===== config.mk =====
export PLATFORM = sky130hd
export DESIGN_NAME = addr_switch_ctrl
export DESIGN_NICKNAME = d
export VERILOG_FILES = /design/src/rtl/asw_pkg.sv /design/src/rtl/asw_cmd_decode.sv /design/src/rtl/asw_id_bits.sv /design/src/rtl/asw_bus_timeout.sv /design/src/rtl/addr_switch_ctrl.sv
export SDC_FILE = /design/constraint.sdc
export NUM_CORES = 1
export LEC_CHECK = 0
export BUFFER_PORTS_ARGS = -buffer_cell sky130_fd_sc_hd__buf_4
export CAP_MARGIN = 20
export CORE_MARGIN = 2
export CORE_UTILIZATION = 45
export CTS_CLUSTER_DIAMETER = 40
export DETAILED_ROUTE_END_ITERATION = 12
export HOLD_SLACK_MARGIN = 0.06
export PLACE_DENSITY = 0.61
export SLEW_MARGIN = 25
export SYNTH_ARGS = -nofsm -noshare
export SYNTH_HDL_FRONTEND = slang
export SYNTH_SLANG_ARGS = --single-unit

===== constraint.sdc =====
create_clock -name clk -period 3.4 [get_ports clk]
set_clock_uncertainty 0.15 [all_clocks]
set_input_delay 0 -clock clk [delete_from_list [all_inputs] [get_ports clk]]
set_output_delay 0 -clock clk [all_outputs]
set_load 0.005 [all_outputs]

===== src/rtl/asw_pkg.sv =====
// Package: shared state and command types, plus the check-byte function
// used to build the identity when the design is elaborated.
package asw_pkg;

    typedef enum logic [2:0] {
        ST_IDLE,
        ST_CMD,
        ST_READ,
        ST_MATCH,
        ST_REPORT
    } ctl_state_e;

    typedef enum logic [1:0] {
        OP_READ,
        OP_MATCH,
        OP_SKIP,
        OP_BAD
    } rom_op_e;

    localparam logic [7:0] CMD_READ  = 8'h33;
    localparam logic [7:0] CMD_MATCH = 8'h55;
    localparam logic [7:0] CMD_SKIP  = 8'hCC;

    // Reflected CRC-8 (x^8+x^5+x^4+1), initial value 0, data taken LSB first.
    function automatic logic [7:0] crc8_lsb(input logic [55:0] data);
        logic [7:0] acc;
        logic       fb;
        acc = 8'h00;
        for (int i = 0; i < 56; i++) begin
            fb  = acc[0] ^ data[i];
            acc = acc >> 1;
            if (fb) acc = acc ^ 8'h8C;
        end
        return acc;
    endfunction

endpackage


===== src/rtl/asw_cmd_decode.sv =====
// Command decoder: maps a received command byte onto a ROM operation.
// Assumes the byte is complete (all 8 bits shifted in).
module asw_cmd_decode
    import asw_pkg::*;
(
    input  logic [7:0] code,
    output rom_op_e    op
);
    // Pick the operation for the command code; anything unknown is OP_BAD.
    always_comb begin
        case (code)
            CMD_READ:  op = OP_READ;
            CMD_MATCH: op = OP_MATCH;
            CMD_SKIP:  op = OP_SKIP;
            default:   op = OP_BAD;
        endcase
    end
endmodule


===== src/rtl/asw_id_bits.sv =====
// Identity source: builds the 64-bit identity from family code and serial
// number, appends the computed check byte, and returns the bit at idx.
// Assumes idx is within the identity width.
module asw_id_bits
    import asw_pkg::*;
#(
    parameter int          FAM_W   = 8,
    parameter int          SER_W   = 48,
    parameter logic [7:0]  FAMILY  = 8'h05,
    parameter logic [47:0] SERIAL  = 48'h0,
    localparam int         ID_W    = FAM_W + SER_W + 8,
    localparam int         IDX_W   = $clog2(ID_W)
) (
    input  logic [IDX_W-1:0] idx,
    output logic             bit_o
);
    localparam logic [55:0]     BODY = {SERIAL, FAMILY};
    localparam logic [7:0]      CHK  = crc8_lsb(BODY);
    localparam logic [ID_W-1:0] ID   = {CHK, BODY};

    // Select the requested identity bit.
    assign bit_o = ID[idx];
endmodule


===== src/rtl/asw_bus_timeout.sv =====
// Stuck-low detector: counts consecutive clock edges with the bus low and
// gives a one-cycle hit when the count reaches CLKS_PER_US*TIMEOUT_US.
// Assumes bus_low is already synchronised to clk. A limit of 0 disables it.
module asw_bus_timeout #(
    parameter int CLKS_PER_US = 100,
    parameter int TIMEOUT_US  = 120,
    localparam int LIMIT      = CLKS_PER_US * TIMEOUT_US,
    localparam int CNT_W      = $clog2(LIMIT + 2)
) (
    input  logic clk,
    input  logic rst_n,
    input  logic bus_low,
    output logic hit
);
    generate
        if (LIMIT == 0) begin : g_off
            assign hit = 1'b0;
        end else begin : g_on
            logic [CNT_W-1:0] low_cnt;

            // Count edges with the bus low, saturating at the limit.
            always_ff @(posedge clk) begin
                if (!rst_n || !bus_low) low_cnt <= '0;
                else if (low_cnt != CNT_W'(LIMIT)) low_cnt <= low_cnt + 1'b1;
            end

            // Fire on the edge that completes the window.
            assign hit = bus_low && (low_cnt == CNT_W'(LIMIT - 1));
        end
    endgenerate
endmodule


===== src/rtl/addr_switch_ctrl.sv =====
// Addressable switch ROM controller (top). Takes bit-level bus events,
// decodes the ROM command, serves identity read-out and address compare,
// toggles the switch when addressed, and then reports the pin level.
// Assumes every strobe lasts one cycle and inputs are synchronous to clk.
module addr_switch_ctrl
    import asw_pkg::*;
#(
    parameter logic [47:0] SERIAL      = 48'h1234_5678_9ABC,
    parameter int          CLKS_PER_US = 100,
    parameter int          TIMEOUT_US  = 120
) (
    input  logic clk,
    input  logic rst_n,
    input  logic bus_reset,
    input  logic bus_low,
    input  logic wr_strobe,
    input  logic wr_bit,
    input  logic rd_strobe,
    output logic rd_data,
    output logic presence,
    input  logic pio_sense,
    output logic pio_on
);
    localparam int         ID_W    = 64;
    localparam int         IDX_W   = $clog2(ID_W);
    localparam int         CMD_W   = 8;
    localparam logic [7:0] FAMILY  = 8'h05;

    ctl_state_e       state;
    logic [IDX_W-1:0] cnt;
    logic [CMD_W-1:0] cmd;
    logic [CMD_W-1:0] cmd_next;
    rom_op_e          op;
    logic             id_bit;
    logic             tmo_hit;

    assign cmd_next = {wr_bit, cmd[CMD_W-1:1]};

    asw_cmd_decode u_dec (
        .code (cmd_next),
        .op   (op)
    );

    asw_id_bits #(
        .FAMILY (FAMILY),
        .SERIAL (SERIAL)
    ) u_id (
        .idx   (cnt),
        .bit_o (id_bit)
    );

    asw_bus_timeout #(
        .CLKS_PER_US (CLKS_PER_US),
        .TIMEOUT_US  (TIMEOUT_US)
    ) u_tmo (
        .clk     (clk),
        .rst_n   (rst_n),
        .bus_low (bus_low),
        .hit     (tmo_hit)
    );

    // Transaction sequencer: timeout beats reset pulse, which beats slot strobes.
    always_ff @(posedge clk) begin
        if (!rst_n) begin
            state    <= ST_IDLE;
            cnt      <= '0;
            cmd      <= '0;
            pio_on   <= 1'b0;
            presence <= 1'b0;
        end else begin
            presence <= 1'b0;
            if (tmo_hit) begin
                state  <= ST_IDLE;
                pio_on <= 1'b0;
            end else if (bus_reset) begin
                state    <= ST_CMD;
                cnt      <= '0;
                presence <= 1'b1;
            end else begin
                case (state)
                    ST_CMD: begin
                        if (wr_strobe) begin
                            cmd <= cmd_next;
                            cnt <= cnt + 1'b1;
                            if (cnt == IDX_W'(CMD_W - 1)) begin
                                cnt <= '0;
                                case (op)
                                    OP_READ:  state <= ST_READ;
                                    OP_MATCH: state <= ST_MATCH;
                                    OP_SKIP: begin
                                        pio_on <= ~pio_on;
                                        state  <= ST_REPORT;
                                    end
                                    default:  state <= ST_IDLE;
                                endcase
                            end
                        end
                    end
                    ST_READ: begin
                        if (rd_strobe) begin
                            cnt <= cnt + 1'b1;
                            if (cnt == IDX_W'(ID_W - 1)) state <= ST_IDLE;
                        end
                    end
                    ST_MATCH: begin
                        if (wr_strobe) begin
                            cnt <= cnt + 1'b1;
                            if (wr_bit != id_bit) begin
                                state <= ST_IDLE;
                            end else if (cnt == IDX_W'(ID_W - 1)) begin
                                pio_on <= ~pio_on;
                                state  <= ST_REPORT;
                            end
                        end
                    end
                    default: ;
                endcase
            end
        end
    end

    // Offer the next read bit: identity bit, pin level, or released bus.
    always_comb begin
        case (state)
            ST_READ:   rd_data = id_bit;
            ST_REPORT: rd_data = pio_sense;
            default:   rd_data = 1'b1;
        endcase
    end
endmodule


# [Word-level counts from Yosys, hierarchy flattened]
# Memories as Yosys holds them, arrays and structs flattened. A register that Yosys moved wholly into a read port is not among the register bits.
# Index checks and enable logic that the tools add are counted.
[totals] regBits=33 latch_bits=0 ramBits=0 mem_bits_ro=64 input_bits=8 out_inout_bits=3 word_cells=88 memories=1
[classes] n_addsub=2 mul=0 n_div=0 order_cmp=1 eq_ne=29 n_shift=0 mux=29 bitwise=4 n_reduce_logical=15
[mem_list] memory="(name not given)" depth=64 word_bits=1 rd=1 rd_clocked_by_memory_dff=1 write_ports=0 line="asw_id_bits.sv:22" text="assign bit_o = ID[idx];"
[op_table] cell="$mux W6" n=7
[op_table] cell="$mux W3" n=7
[op_table] cell="$ne A3 B3 Y1 const B" n=6
[op_table] cell="$pmux W3 S3" n=2
[op_table] cell="$pmux W6 S3" n=1
[op_table] cell="$ne A2 B2 Y1 const B" n=8
[op_table] cell="$add A14 B1 Y14 const B" n=1
[op_table] cell="$eq A14 B14 Y1 const B" n=1
[op_table] cell="$ne A14 B14 Y1 const B" n=1
[op_table] cell="$reduce_and A7 Y1" n=2
[op_table] cell="$mux W1" n=9
[op_table] cell="$eq A8 B6 Y1 const B" n=1
[op_table] cell="$eq A8 B7 Y1 const B" n=1
[op_table] cell="$eq A8 B8 Y1 const B" n=1
[op_table] cell="$reduce_and A8 Y1" n=1
[op_table] cell="$lt A6 B7 Y1 const B" n=1
[op_table] cell="$add A6 B1 Y6 const B" n=1
[op_table] cell="$eq A3 B2 Y1 const B" n=2
[op_table] cell="$eq A6 B3 Y1 const B" n=1
[op_table] cell="$eq A6 B6 Y1 const B" n=1
[op_table] cell="$pmux W2 S3" n=1
[op_table] cell="$reduce_and A5 Y1" n=1
[op_table] cell="$ne A4 B4 Y1 const B" n=1
[op_table] cell="$not A1 Y1" n=4
[op_table] cell="16 further kinds" n=18

# [Depth between registers and ports, before layout]
[logic_depth] depth_word=8 depth_mapped=12 ltp_nobuf=12

# [Hierarchy]
# From an unflattened synthesis, not the netlist that was laid out.
[unflattened] hier_cells=238 area_unflattened_um2=2028.2
[by_module_without_submodules] mod="addr_switch_ctrl" n_inst=1 cells_each=120 area_per_inst_um2=998.5 seq_area_each_um2=360.3
[by_module_without_submodules] mod="asw_bus_timeout" n_inst=1 cells_each=87 area_per_inst_um2=747.0 seq_area_each_um2=280.3
[by_module_without_submodules] mod="asw_id_bits" n_inst=1 cells_each=25 area_per_inst_um2=215.2 seq_area_each_um2=0.0
[by_module_without_submodules] mod="asw_cmd_decode" n_inst=1 cells_each=6 area_per_inst_um2=67.6 seq_area_each_um2=0.0

# [Least setup slack after synthesis]
# OpenSTA, ideal clock, no wires.
[synth_timing] path_type="register to register" startpoint="register u_tmo.g_on.low_cnt[0]" endpoint="register id_bit (netlist name)" setup_ns=0.121 arrival_ns=2.656 t_required_ns=3.129 path_slack_ns=0.472 path_stages_with_launch=12 n_path_buf=0 synth_period_minus_slack_ns=2.928 path_cell_list="dfxtp_1 ha_1 nand4_4 or4_4 o21ai_2 a32o_1 inv_2 ha_1 mux2_4 a21oi_1 mux2i_1 mux2_4"
[synth_lines] item="start: declaration" line="asw_bus_timeout.sv:19" text="logic [CNT_W-1:0] low_cnt;"
[synth_lines] item="start signal: assignment" line="asw_bus_timeout.sv:24" text="else if (low_cnt != CNT_W'(LIMIT)) low_cnt <= low_cnt + 1'b1;"

==> metrics <==
# nets final 260; Initial Utilization 0.467; hold crit path type primary input to flop; CTS tree built; via count 1,611; FFs w/ async S/R, synth 0; CTS Buf Count 5; via density per instance 5.44; required time of the critical path 3.42 ns; Post-CTS Resized 0; register area share after synthesis 0.327; Final setup viols 0; I/O Buffers 10; Worst setup SP type flop; Mapped Cells 225; RSZ-0062 raised after global routing false; worst setup path end id_bit; Layout area overhead 12.6%; Starting DRT DRC Count 54; Finished Core Util 0.525; worst reg-to-reg path cell count 11; setup TNS 0 ns; total power 0.736 mW; total I/O pin count 11; Final Max Slew Viols 0; Detail Route Antenna Nets 0; clk buf depth 2; Std-Cell Rows 24; htree depth 2; Post-synth EDFFs 0; Worst path slowest cell or4_4; vias in the first global route about 1,600; Hold Vio Cnt, Final 0; Fmax ~0.32 GHz; Worst-Margin Slew 0.489 ns; die footprint 0.00504 sq mm; Final WS setup 0.258 ns; Syn. warnings 0; Ant. Diodes 0; Total Wirelength 3.86 mm; fraction of layout cells with a size suffix above 1 0.160; Post-Synthesis Cell Area 0.00202 sq mm; largest net degree at the start of global routing 17; Max Fanout on Critical Path 5; RR Startpoint u_tmo.g_on.low_cnt[0]; syn_nets around 240; Reg clk slew, reported paths ~0.070 ns; power density cells 324 mW/mm^2; Leak 0.965 nW; core area 0.00432 sq mm; clock sinks 33; area share of the leading cell type in the synthesized netlist 0.327; FF+latch count, synth 33; pre-CTS setup slack 0.266 ns; Routability Congestion 0.787; r2r setup slk 0.26 ns; Post-DP HPWL 2.82 mm; die width 71.0 um; crit path kind flop to flop; Worst-Skew Late Latency 0.29 ns; syn_area_per_cell ~9 sq um; status finished, final reports clean; TritonRoute pass-1 iters 5; Synth area leader dfxtp_1; initial antenna violation count 0; minimum clock period ~3.1 ns; CP Launch Point u_tmo.g_on.low_cnt[0]; WP data arrival 3.17 ns; Tcrit/Tclk final 0.924; reg2reg end id_bit; post-DR wirelength/cell around 13 um; max_slew headroom 0.673; largest cells by area after synthesis dfxtp_1 (33%), mux2i_1 (7.9%), ha_1 (5.6%), nor2_1 (5.2%), nand3_1 (3.5%); DRC viols 0; Die Ht 71.0 um; most common cell in the synthesized netlist dfxtp_1; grt ovf 0; Critical Path Max Stage Delay 0.56 ns; critical path cell sequence ha_1 -> nand4_4 -> or4_4 -> o21ai_2 -> a32o_1 -> inv_2 -> ha_1 -> mux2_4 -> a21oi_1 -> mux2i_1 -> mux2_4; Post-synth top cells dfxtp_1 (33), nor2_1 (28), mux2i_1 (16); Unique masters post-synth 53; clk root buf clkbuf_8; nature of the critical path endpoint flop; Main synth FF type dfxtp_1; GRT Util Overall 0.173; Max-cap violations 0; global-route wire length before repair between 6 and 7 mm; Max IR drop VDD 0.203 mV
registers in the layout, indices dropped and copies added (netlist names):
| name | flops |
|---|---|
| cnt | 6 |
| id_bit | 1 |
| pio_on | 1 |
| cmd | 7 |
| presence | 1 |
| state | 3 |
| u_tmo.g_on.low_cnt | 14 |
stage by stage:
step / std cells / hold WS [ns] / instance area, sq um
floorplan: 225 / -0.00606 / 2020
global placement: 283 / 0.135 / 2140
detailed placement: 283 / 0.138 / 2140
CTS: 296 / 0.150 / 2270
global route: 296 / 0.198 / 2270
finish: 296 / 0.130 / 2270
layout make-up:
class / count / area, sq um
fillers: 434 / 2050
repair buffers: 16 / 133
flip-flops and latches: 33 / 661
inverters: 16 / 60.1
clock inverters: 3 / 17.5
clock buffers: 5 / 68.8
well taps: 52 / 65.1
multi-input cells: 171 / 1270
repair_timing:
item                      in CTS  in global routing
setup buffers                  0                  0
hold endpoints to repair      12                  0
hold buffers                   5                  0
worst min-delay path by stage:
stage / start / endpoint / slack (ns) / cells past startpoint
final: bus_low / u_tmo.g_on.low_cnt[5] / 0.13 / 3
after global routing: bus_low / u_tmo.g_on.low_cnt[9] / 0.20 / 3
after CTS: bus_low / u_tmo.g_on.low_cnt[5] / 0.15 / 3
after detailed placement: wr_bit / cmd[7] / 0.14 / 3
after global placement: wr_bit / cmd[7] / 0.13 / 3
after floorplan: wr_bit / cmd[7] / -0.006 / 2
logic make-up (layout without fill, tap and decap cells):
logic type	after synthesis	count (layout)	share of synthesized area
mux	20	20	0.107
fa+ha+maj	9	9	0.0558
flops	33	33	0.327
xor+xnor	11	11	0.0477
buf+inv	21	40	0.0446
compound gates	33	33	0.117
simple gates	98	98	0.301
report_power, final:
| group | internal [mW] | leakage [nW] | switching (mW) |
|---|---|---|---|
| logic | 0.0248 | 0.655 | 0.0294 |
| clock network | 0.141 | 0.0439 | 0.145 |
| registers | 0.390 | 0.267 | 0.00463 |
cells in the final DEF, fill, tap and decap left out, drive strengths merged, types with 2 or more instances in the layout:
cell type,instances
inv,16
and3,3
a31oi,2
nand2,17
dfxtp,33
ha,9
xor2,6
nor3b,2
mux2i,16
o21ai,12
a21oi,10
a32oi,3
or4,2
nor3,4
or3,4
xnor2,5
dlygate4sd3,5
nor4bb,3
nor2,28
nand4b,2
nand2b,2
nand3,16
nand4,4
mux2,4
a32o,3
buf,11
and4b,2
nor4,2
clkbuf,5
clkinv,2
per-layer routing:
metal	vias to the layer above	global-route usage	share of wire
met2	26	0.268	0.45
met4	0	0.0692	0.0075
met5	-	0	0
met3	2	0.0484	0.042
li1	840	-	-
met1	743	0.228	0.50
worst max-delay path, delay by kind of cell, from the launching register on:
family / cells / cell delay (ns)
AND/OR/NAND/NOR: 2 / 0.72
AO/OA/AOI/OAI: 3 / 0.59
multiplexers: 3 / 0.59
adder cells (fa/ha/maj): 2 / 0.49
flip-flops: 1 / 0.41
buffers and inverters: 1 / 0.09
Note: power is estimated with default switching activity, not from simulation.
